**config.mk**
```make
export PLATFORM = sky130hd
export DESIGN_NAME = irq_bank_mapper
export DESIGN_NICKNAME = d
export VERILOG_FILES = /design/src/rtl/irqmap_pkg.sv /design/src/rtl/irqmap_decode.sv /design/src/rtl/irqmap_banks.sv /design/src/rtl/irqmap_timer.sv /design/src/rtl/irq_bank_mapper.sv
export SDC_FILE = /design/constraint.sdc
export NUM_CORES = 1
export LEC_CHECK = 0
export ABC_AREA = 0
export BUFFER_PORTS_ARGS = -buffer_cell sky130_fd_sc_hd__clkbuf_2
export CAP_MARGIN = 15
export CORE_MARGIN = 2
export CORE_UTILIZATION = 30
export DETAILED_ROUTE_END_ITERATION = 8
export GPL_TIMING_DRIVEN = 1
export SLEW_MARGIN = 20
export SYNTH_ARGS = -nofsm -noshare
export SYNTH_HDL_FRONTEND = slang
export SYNTH_SLANG_ARGS = --single-unit
```
**constraint.sdc**
```tcl
create_clock -name clk -period 2.15 [get_ports clk]
set_clock_uncertainty 0.2 [all_clocks]
set_input_delay 0.215 -clock clk [delete_from_list [all_inputs] [get_ports clk]]
set_output_delay 0.215 -clock clk [all_outputs]
set_load 0.005 [all_outputs]
```
**src/rtl/irqmap_pkg.sv**
```systemverilog
`timescale 1ns/1ps
package irqmap_pkg;
    // One strobe per register that a CPU write may touch
    typedef struct packed {
        logic       prg0;
        logic       prg1;
        logic       prg2;
        logic       mirror;
        logic       tmr_ctl;
        logic       reload;
        logic       lat_hi;
        logic       lat_lo;
        logic       chr;
        logic [2:0] chr_idx;
    } wr_dec_t;

    localparam logic [14:0] OFS_PRG0   = 15'h0000;
    localparam logic [14:0] OFS_PRG1   = 15'h2000;
    localparam logic [14:0] OFS_PRG2   = 15'h4000;
    localparam logic [14:0] OFS_MIRROR = 15'h1001;
    localparam logic [14:0] OFS_TMRCTL = 15'h1003;
    localparam logic [14:0] OFS_RELOAD = 15'h1004;
    localparam logic [14:0] OFS_LATHI  = 15'h1005;
    localparam logic [14:0] OFS_LATLO  = 15'h1006;
    localparam logic [11:0] OFS_CHR_HI = 12'h600; // 0x3000 >> 3
endpackage

```
**src/rtl/irqmap_decode.sv**
```systemverilog
`timescale 1ns/1ps
module irqmap_decode
    import irqmap_pkg::*;
(
    input  logic        wr_en,
    input  logic [14:0] wr_addr,
    output wr_dec_t     dec
);
    always_comb begin
        dec         = '0;
        dec.prg0    = wr_en && (wr_addr == OFS_PRG0);
        dec.prg1    = wr_en && (wr_addr == OFS_PRG1);
        dec.prg2    = wr_en && (wr_addr == OFS_PRG2);
        dec.mirror  = wr_en && (wr_addr == OFS_MIRROR);
        dec.tmr_ctl = wr_en && (wr_addr == OFS_TMRCTL);
        dec.reload  = wr_en && (wr_addr == OFS_RELOAD);
        dec.lat_hi  = wr_en && (wr_addr == OFS_LATHI);
        dec.lat_lo  = wr_en && (wr_addr == OFS_LATLO);
        dec.chr     = wr_en && (wr_addr[14:3] == OFS_CHR_HI);
        dec.chr_idx = wr_addr[2:0];
    end
endmodule

```
**src/rtl/irqmap_banks.sv**
```systemverilog
`timescale 1ns/1ps
module irqmap_banks
    import irqmap_pkg::*;
#(
    parameter int PRG_BANK_W = 8,
    parameter int CHR_BANK_W = 8
) (
    input  logic                     clk,
    input  logic                     rst_n,
    input  wr_dec_t                  dec,
    input  logic [7:0]               wr_data,
    input  logic [14:0]              cpu_addr,
    input  logic [12:0]              ppu_addr,
    output logic [PRG_BANK_W+12:0]   prg_addr,
    output logic [CHR_BANK_W+9:0]    chr_addr,
    output logic                     mirror_horz
);
    localparam int NUM_PRG = 3;
    localparam int NUM_CHR = 8;

    typedef struct packed {
        logic [NUM_PRG-1:0][PRG_BANK_W-1:0] prg;
        logic [NUM_CHR-1:0][CHR_BANK_W-1:0] chr;
        logic                               mirror;
    } bank_st_t;

    bank_st_t st_d, st_q;

    always_comb begin
        st_d = st_q;
        if (dec.prg0)   st_d.prg[0] = PRG_BANK_W'(wr_data);
        if (dec.prg1)   st_d.prg[1] = PRG_BANK_W'(wr_data);
        if (dec.prg2)   st_d.prg[2] = PRG_BANK_W'(wr_data);
        if (dec.mirror) st_d.mirror = wr_data[7];
        for (int i = 0; i < NUM_CHR; i++) begin
            if (dec.chr && (dec.chr_idx == 3'(i))) st_d.chr[i] = CHR_BANK_W'(wr_data);
        end
    end

    always_ff @(posedge clk) begin
        if (!rst_n) st_q <= '0;
        else        st_q <= st_d;
    end

    logic [PRG_BANK_W-1:0] win_bank;

    always_comb begin
        unique case (cpu_addr[14:13])
            2'd0:    win_bank = st_q.prg[0];
            2'd1:    win_bank = st_q.prg[1];
            2'd2:    win_bank = st_q.prg[2];
            default: win_bank = '1;
        endcase
    end

    assign prg_addr    = {win_bank, cpu_addr[12:0]};
    assign chr_addr    = {st_q.chr[ppu_addr[12:10]], ppu_addr[9:0]};
    assign mirror_horz = st_q.mirror;
endmodule

```
**src/rtl/irqmap_timer.sv**
```systemverilog
`timescale 1ns/1ps
module irqmap_timer
    import irqmap_pkg::*;
#(
    parameter int COUNT_W = 16
) (
    input  logic               clk,
    input  logic               rst_n,
    input  wr_dec_t            dec,
    input  logic [7:0]         wr_data,
    output logic               irq,
    output logic [COUNT_W-1:0] count,
    output logic               enable
);
    localparam int HI_W = COUNT_W - 8;

    typedef struct packed {
        logic [COUNT_W-1:0] latch;
        logic [COUNT_W-1:0] count;
        logic               en;
        logic               irq;
    } tmr_st_t;

    tmr_st_t st_d, st_q;

    always_comb begin
        st_d = st_q;
        if (dec.lat_hi) st_d.latch[COUNT_W-1:8] = wr_data[HI_W-1:0];
        if (dec.lat_lo) st_d.latch[7:0]         = wr_data;
        // countdown, then the writes take precedence over it
        if (st_q.en && (st_q.count != '0)) begin
            st_d.count = st_q.count - 1'b1;
            if (st_q.count == COUNT_W'(1)) st_d.irq = 1'b1;
        end
        if (dec.reload) begin
            st_d.count = st_q.latch;
            st_d.irq   = 1'b0;
        end
        if (dec.tmr_ctl) begin
            st_d.en  = wr_data[7];
            st_d.irq = 1'b0;
        end
    end

    always_ff @(posedge clk) begin
        if (!rst_n) st_q <= '0;
        else        st_q <= st_d;
    end

    assign irq    = st_q.irq;
    assign count  = st_q.count;
    assign enable = st_q.en;
endmodule

```
**src/rtl/irq_bank_mapper.sv**
```systemverilog
`timescale 1ns/1ps
module irq_bank_mapper
    import irqmap_pkg::*;
#(
    parameter int PRG_BANK_W = 8,
    parameter int CHR_BANK_W = 8,
    parameter int COUNT_W    = 16
) (
    input  logic                   clk,
    input  logic                   rst_n,
    input  logic                   wr_en,
    input  logic [14:0]            wr_addr,
    input  logic [7:0]             wr_data,
    input  logic [14:0]            cpu_addr,
    input  logic [12:0]            ppu_addr,
    output logic [PRG_BANK_W+12:0] prg_addr,
    output logic [CHR_BANK_W+9:0]  chr_addr,
    output logic                   mirror_horz,
    output logic                   irq
);
    wr_dec_t            dec;
    logic [COUNT_W-1:0] tmr_count;
    logic               tmr_en;

    irqmap_decode u_decode (
        .wr_en   (wr_en),
        .wr_addr (wr_addr),
        .dec     (dec)
    );

    irqmap_banks #(
        .PRG_BANK_W (PRG_BANK_W),
        .CHR_BANK_W (CHR_BANK_W)
    ) u_banks (
        .clk         (clk),
        .rst_n       (rst_n),
        .dec         (dec),
        .wr_data     (wr_data),
        .cpu_addr    (cpu_addr),
        .ppu_addr    (ppu_addr),
        .prg_addr    (prg_addr),
        .chr_addr    (chr_addr),
        .mirror_horz (mirror_horz)
    );

    irqmap_timer #(
        .COUNT_W (COUNT_W)
    ) u_timer (
        .clk     (clk),
        .rst_n   (rst_n),
        .dec     (dec),
        .wr_data (wr_data),
        .irq     (irq),
        .count   (tmr_count),
        .enable  (tmr_en)
    );
endmodule

```
== Word level (Yosys, flattened, before mapping) ==
Cells that the tools add are included.
Widths: inputs -> output; s select.
Operators by class
  shift-type cells: 0
  divide/modulo/power cells: 0
  reductions and logical operators: 25
  order comparisons: 1
  multiply operators: 0
  equality and inequality tests: 18
  multiplexer cells: 5
  bitwise gates (word level): 1
  add/sub/neg operators: 1
Operator list (number)
  $eq 15x13->1 const B: 5
  $mux 16: 2
  $bmux 8 s3: 1
  $pmux 8 s3: 1
  $logic_and 1x1->1: 18
  $eq 16x1->1 const B: 1
  $reduce_bool 16->1: 1
  $sub 16x1->16 const B: 1
  $eq 15x14->1 const B: 1
  $eq 15x15->1 const B: 1
  $logic_not 15->1: 1
  $eq 12x11->1 const B: 1
  $eq 3x3->1 const B: 4
  $mux 8: 1
  $eq 3x2->1 const B: 2
  $lt 3x4->1 const B: 1
  $eq 3x1->1 const B: 1
  $logic_not 3->1: 1
  $reduce_or 3->1: 1
  $eq 2x1->1 const B: 1
  $eq 2x2->1 const B: 1
  $logic_not 2->1: 1
  $reduce_and 2->1: 1
  $reduce_bool 2->1: 1
  $not 1->1: 1
Word-level totals
  input bits: 54
  bits in registers: 123
  bits in writable memories: 0
  bits in latches: 0
  memories kept: 0
  output and inout port bits: 41
  logic and storage cells: 68
  bits in read-only memories: 0

== Depth between registers and ports, before layout ==
Gate-level depths: netlist of the first run.
  depth in word-level cells: 4
  mapped depth: 7
  depth with buffers taken out: 6

== Modules after synthesis ==
Synthesis of the first run repeated with hierarchy kept, for this count alone.
Second synthesis, totals
  cells, all modules: 652
  area total of the unflattened synthesis: 6336.1 µm²
Modules (own cells, without submodules)
  irqmap_banks: cells each 424, seq. area each 1781.7 µm², times used 1, area an instance 4337.9 µm²
  irqmap_timer: cells each 199, seq. area each 680.7 µm², times used 1, area an instance 1790.5 µm²
  irqmap_decode: cells each 29, seq. area each 0.0 µm², times used 1, area an instance 207.7 µm²

== Worst setup path before layout of the first run ==
Ideal clock, no wire load.
  path type: input-to-output
  start point: input port ppu_addr[10]
  end point: output port chr_addr[10]
  required time: 1.735 ns
  cell stages on the path: 4
  arrival: 1.721 ns
  path buffers: 2
  path slack: 0.014 ns
  path through: clkbuf_1 buf_2 mux4_2 mux2_2
On the way
  word-level cells in the longest chain between the ends: 2
RTL lines
  start, declared: line irq_bank_mapper.sv:15  | input logic [12:0] ppu_addr,
  $bmux 8 s3: line irqmap_banks.sv:57  | assign chr_addr = {st_q.chr[ppu_addr[12:10]], ppu_addr[9:0]};
  $mux 8 (implied by the code): line irqmap_banks.sv:57
  end, declared: line irq_bank_mapper.sv:17  | output logic [CHR_BANK_W+9:0] chr_addr,
Every way passes these cells. The select of a mux whose other input is x is not followed.

== Worst setup path in the final report of the first run ==
  start point: register u_timer.st_q (netlist bit u_timer.count[6])
  end point: register u_timer.st_q (netlist bit u_timer.count[1])
On the way
  word-level cells in the longest chain between the ends: 3
RTL lines
  start, declared: line irqmap_timer.sv:24  | tmr_st_t st_d, st_q;
  start signal, assigned: line irqmap_timer.sv:47  | else st_q <= st_d;
  $reduce_bool 16->1: line irqmap_timer.sv:31  | if (st_q.en && (st_q.count != '0)) begin
  $logic_and 1x1->1: line irqmap_timer.sv:31
  $reduce_bool 2->1 (no line)
Every way passes these cells.
A chain may end at the register's enable or synchronous reset.

==> results of run 1 <==
[worst register-to-register path, delay by kind of cell, from the launching register on]
kind	cells	cell delay (ns)
buf+inv	1	0.18
simple gates	3	1.08
flops	1	0.31
compound gates	1	0.23
[final cells by class]
cell class                      count  area, um^2
Fill cell                        2054       12690
Multi-Input combinational cell    497        3337
Sequential cell                   123        2462
Timing Repair Buffer              107       827.0
Clock buffer                       18       439.2
Tap cell                          270       337.8
Clock inverter                     14       171.4
Inverter                            9       33.78
[registers in the layout (all words and copies together), names as in the netlist]
register	count
u_banks.st_q	88
u_timer.count	16
u_timer.st_q	16
u_banks.mirror_horz	1
u_timer.enable	1
u_timer.irq	1
[cells by family (layout without fill, tap and decap cells)]
logic type | count (synthesis) | in the layout | share of synthesized area
simple gates | 202 | 202 | 0.1834
fa+ha+maj | 2 | 2 | 0.004008
compound gates | 240 | 240 | 0.2143
xor+xnor | 1 | 1 | 0.001403
mux | 52 | 52 | 0.1187
buf+inv | 108 | 148 | 0.08378
flops | 123 | 123 | 0.3945
[how the worst min path moves through the flow]
stage	slack, ns	to	start	cells after the start
floorplan	0.17	u_banks.st_q[17]	wr_data[0]	2
global placement	0.23	chr_addr[2]	ppu_addr[2]	0
detailed placement	0.23	chr_addr[2]	ppu_addr[2]	0
CTS	0.04	u_banks.st_q[33]	wr_data[0]	3
global route	0.06	u_banks.st_q[17]	wr_data[0]	3
finish	0.05	u_banks.st_q[1]	wr_data[0]	3
[layer usage]
layer,part of all wire,GRT usage
met2,0.47,0.2611
met3,0.052,0.03804
met4,0.012,0.04524
met1,0.46,0.2151
met5,0,0
[Yosys cell counts, types with 7 or more instances]
cell type / number
dfxtp_1: 123
a21oi_1: 102
nand3_1: 92
o21ai_0: 92
clkbuf_1: 62
nand2_1: 32
buf_4: 25
mux2i_1: 20
o31ai_1: 18
mux2_2: 16
mux4_2: 16
nor2_1: 13
o22a_1: 11
or3_1: 11
inv_1: 8
or4_1: 8
buf_2: 7
[power by group]
part / leakage, nW / total [W] / internal, W / switching (W)
registers: 0.990 / 0.00228 / 0.00228 / 0.0000000196
logic: 1.32 / 0.000261 / 0.0000902 / 0.000171
clock network: 0.292 / 0.00295 / 0.00185 / 0.00109
total: 2.61 / 0.00549 / 0.00422 / 0.00126
[cells in the final DEF (no fill, tap or decap), types with 17 or more instances in the layout]
cell type,netlist,final
o31ai_1,18,18
clkbuf_2,0,48
nand3_1,92,92
a21oi_1,102,102
o21ai_0,92,92
dfxtp_1,123,123
mux2i_1,20,20
buf_4,25,46
nand2_1,32,32
clkbuf_16,0,17
[stage by stage]
step	instances	setup slack [ns]	utilization	setup TNS, ns
2_1_floorplan	728	0.01422	-	0
3_3_place_gp	1004	-0.08094	0.3406	-1.187
3_5_place_dp	1004	-0.1091	0.3406	-1.465
4_1_cts	1037	-0.009334	0.3722	-0.009334
5_1_grt	1038	0.001400	0.3748	0
6_report	1038	0.05738	0.3748	0
[timing repair]
item / CTS / global route
setup endpoints to repair: 6 / 6
setup buffers: 0 / 1
pin swaps: 0 / 2
hold endpoints to repair: 1 / 0
resized for setup: 4 / 8
hold buffers: 1 / 0
==> flow_summary.yaml, run 1 <==
outcome:
  status: "completed"
drt:
  antenna_left: 0
  wl_per_cell_um: 17.06
  drt-total-wl_um: 17710
  vias: 5629
  drcViolationCount: 0
  drtIter0Drc: 441
  first_pass_iters: 5
  vias_per_cell: 5.423
setup_path:
  cp_data_required_time_ns: 2.27
  max_stage_delay_ns: 0.68
  timing.critical_path.cells: "or4_1 > nor4_4 > buf_12 > nor2_1 > o32ai_1"
  path_depth: 5
  crit_fanout: 14
  cp-endpoint: "u_timer.count[1]"
  cp_top_family: "simple AND/OR/NAND/NOR gates"
  r2r_cells: 5
  worstSetupStartpointType: "flip-flop"
  cp-startpoint: "u_timer.count[6]"
  end_kind: "flip-flop"
  worst_path_max_delay_cell: "or4_1"
  reg2reg_to: "u_timer.count[1]"
  critPathArrivalTime_ns: 2.22
  reg2reg_from: "u_timer.count[6]"
  worst-path-buf-inv: 1
  r2r_slack_ns: 0.06
  path_class: "reg2reg"
die:
  coreArea_um2: 20300
  die_x_um: 148.2
  die_area_um2: 21980
  io_pins: 95
  row_count: 52
  die_h_um: 148.2
  start_util: 0.3075
timing:
  rsz0062_at_grt: "false"
  hold_slack_ns: 0.05070
  setup_violations: 0
  hold_viol: 0
  tightest_slew_ns: 0.6370
  fmaxAchievable_mhz: 477.9
  slew_headroom: 0.5714
  period_needed_ns: 2.093
  slew_violations: 0
  period_share: 0.9733
pwr:
  powerDensity_nw_per_um2: 721.2
  power_w: 0.005487
  vdd_ir_drop_max_mv: 0.4992
  p_leak_nw: 2.605
synthesis:
  synth_top_area_cell: "dfxtp_1"
  syn_nets: 784
  ys_warn_count: 0
  synth_area_per_cell_um2: 8.575
  yosysUniqueCellTypes: 52
  synth-edff-count: 0
  synthFlopType: "dfxtp_1"
  synthArstFlopShare: 0
  synthTopCellsByArea: "dfxtp_1, a21oi_1, nand3_1"
  synth_area_um2: 6242
  yosysSeqAreaShare: 0.3945
  netlist_instances: 728
  ys_ff_latch: 123
  post-synth-top-area-fraction: 0.3945
cells_and_area:
  insertedDiodeCount: 0
  postLayoutCellArea_um2: 7609
  syn_to_final_growth_pct: 21.89
  nets: 811
  drive_gt1_frac: 0.2565
placed_design:
  gp_congestion: 0.7703
  place_area_um2: 6914
  port_buffers: 48
  dp_hpwl_um: 10940
global_route:
  antenna_found_initial: 0
  grt_pass1_wl_um: 28460
  grt_pass1_vias: 5380
  grt_max_degree: 90
  overflow: 0
  grt.total_usage: 0.1611
clock_tree:
  clk_pin_slew_ns: 0.06
  tritoncts: "yes"
  h-tree-depth: 4
  worst_skew_pair.late_latency_ns: 0.42
  cts_max_path_buffers: 2
  cts.sinks: 123
  cts-root-buf: "clkbuf_16"
  cts_buffers: 17
hold_path:
  hold_class: "in2reg"
job:
  drv_cap: 0
No activity file was read; power rests on OpenSTA's default activity.
==> inputs of run 2 (changes only) <==
Settings changed: CELL_PAD_IN_SITES_DETAIL_PLACEMENT set to 1, CELL_PAD_IN_SITES_GLOBAL_PLACEMENT set to 2, PLACE_DENSITY_LB_ADDON set to 0.1, REMOVE_ABC_BUFFERS set to 1.
==> run 2 against run 1 <==
Hold slack improved by 0.025 ns. Sequential share of layout area fell by 0.46 points. Total power rose by 0.41%. Via count rose by 1.7%. Die area did not move. Largest cell class unchanged. Core utilization rose by 0.55 points.
==> flow_summary.yaml, run 2 (synthesized netlist as in run 1, its figures left out) <==
outcome:
  status: "completed"
drt:
  first_pass_iters: 4
  drt-total-wl_um: 22300
  vias: 5727
  drtIter0Drc: 250
  vias_per_cell: 5.449
  drcViolationCount: 0
  wl_per_cell_um: 21.21
  antenna_left: 0
global_route:
  grt.total_usage: 0.2054
  grt_pass1_wl_um: 34420
  grt_pass1_vias: 6134
  overflow: 0
  grt_max_degree: 45
  antenna_found_initial: 0
cells_and_area:
  drive_gt1_frac: 0.2766
  postLayoutCellArea_um2: 7721
  nets: 824
  utilization: 0.3804
  mostFrequentLayoutCells: "dfxtp_1, a21oi_1, nand3_1, o21ai_0, buf_4"
  final_cells: 1051
  regMostFlops: "u_banks.st_q"
  largest_reg_flops: 88
  syn_to_final_growth_pct: 23.69
  layout_commonest_cell: "dfxtp_1"
  insertedDiodeCount: 0
clock_tree:
  worst_skew_pair.late_latency_ns: 0.43
  cts_buffers: 17
  h-tree-depth: 4
  cts-root-buf: "clkbuf_16"
  clk_pin_slew_ns: 0.06
  cts_max_path_buffers: 2
  cts.sinks: 123
  tritoncts: "yes"
setup_path:
  path_depth: 5
  critPathArrivalTime_ns: 2.23
  cp_data_required_time_ns: 2.30
  worst_path_max_delay_cell: "or3b_4"
  max_stage_delay_ns: 0.43
  r2r_cells: 5
  worst-path-buf-inv: 1
  end_kind: "flip-flop"
  r2r_slack_ns: 0.07
  worstSetupStartpointType: "flip-flop"
  path_class: "reg2reg"
  timing.critical_path.cells: "buf_4 > or3b_4 > or4_4 > or3_1 > a31oi_1"
  crit_fanout: 4
  reg2reg_to: "u_timer.count[9]"
  reg2reg_from: "u_timer.count[1]"
  cp_top_family: "simple AND/OR/NAND/NOR gates"
die:
  start_util: 0.3075
  coreArea_um2: 20300
  die_h_um: 148.2
  die_x_um: 148.2
  die_area_um2: 21980
  row_count: 52
  io_pins: 95
timing:
  slew_headroom: 0.6311
  slew_violations: 0
  hold_slack_ns: 0.07598
  rsz0062_at_grt: "true"
  hold_viol: 0
  fmaxAchievable_mhz: 481.6
  period_needed_ns: 2.076
  tightest_slew_ns: 0.5483
  setup_violations: 0
  period_share: 0.9657
job:
  drv_cap: 0
hold_path:
  worst_hold_path.num_cells: 4
  hold_class: "in2reg"
  hp-start: "wr_addr[1]"
  min_to: "u_banks.mirror_horz"
pwr:
  vdd_ir_drop_max_mv: 0.4496
  p_leak_nw: 2.656
  powerDensity_nw_per_um2: 713.6
placed_design:
  place_area_um2: 6944
  dp.cells: 1013
  port_buffers: 48
  gp_congestion: 0.7405
  dp_hpwl_um: 14690
==> run 2: worst max-delay path by stage <==
stage	startpoint	to	slack [ns]
global route	u_timer.count[1]	u_timer.count[9]	-0.02
detailed placement	wr_addr[8]	u_timer.count[12]	-0.17
CTS	u_timer.count[2]	u_timer.count[7]	0.005
floorplan	wr_addr[8]	u_banks.st_q[17]	-0.62
global placement	wr_addr[8]	u_timer.count[12]	-0.1
finish	u_timer.count[1]	u_timer.count[9]	0.07
==> run 2: through the flow <==
stage	setup TNS, ns	power, W	setup WS (ns)
after floorplan	-30.18	0.002414	-0.6170
after CTS	0	0.005580	0.005049
final	0	0.005510	0.07370
after detailed placement	-2.702	0.002608	-0.1747
after global placement	-1.624	0.002602	-0.09674
after global routing	-0.03570	0.005698	-0.01948
==> run 2: layer usage <==
layer / share of wire / vias up / wire [um] / global-route usage
met5: 0 / - / 0 / 0
met4: 0.015 / 0 / 335 / 0.05762
met3: 0.040 / 23 / 888 / 0.05153
met2: 0.50 / 106 / 11230 / 0.3593
met1: 0.44 / 2850 / 9841 / 0.2507
li1: - / 2748 / - / -
==> run 2: tightest hold or removal path: cells and delay by family <==
kind / cells / cell delay (ns)
AND/OR/NAND/NOR: 2 / 0.19
buffers and inverters: 1 / 0.17
multiplexers: 1 / 0.08
==> run 2: area by class of cell <==
type                       instances  area, um^2
multi-input combinational        497        3379
inverter                           9       33.78
tap                              270       337.8
clock inverter                    13       168.9
timing repair buffer             120       904.6
fill                            2399       12580
sequential                       123        2464
clock buffer                      19       432.9
==> run 2: where the power goes <==
part	internal [W]	leakage, nW	total, W	switching (W)
Sequential	0.00228	0.991	0.00228	0.0000000208
Combinational	0.0000924	1.39	0.000277	0.000185
Clock	0.00183	0.280	0.00295	0.00112
Total	0.00420	2.66	0.00551	0.00131
==> run 2: what timing repair did <==
action,CTS,global route
resized for setup,10,16
hold endpoints to repair,1,0
setup buffers,0,5
hold buffers,1,0
gates cloned,0,1
pin swaps,1,12
setup endpoints to repair,5,11
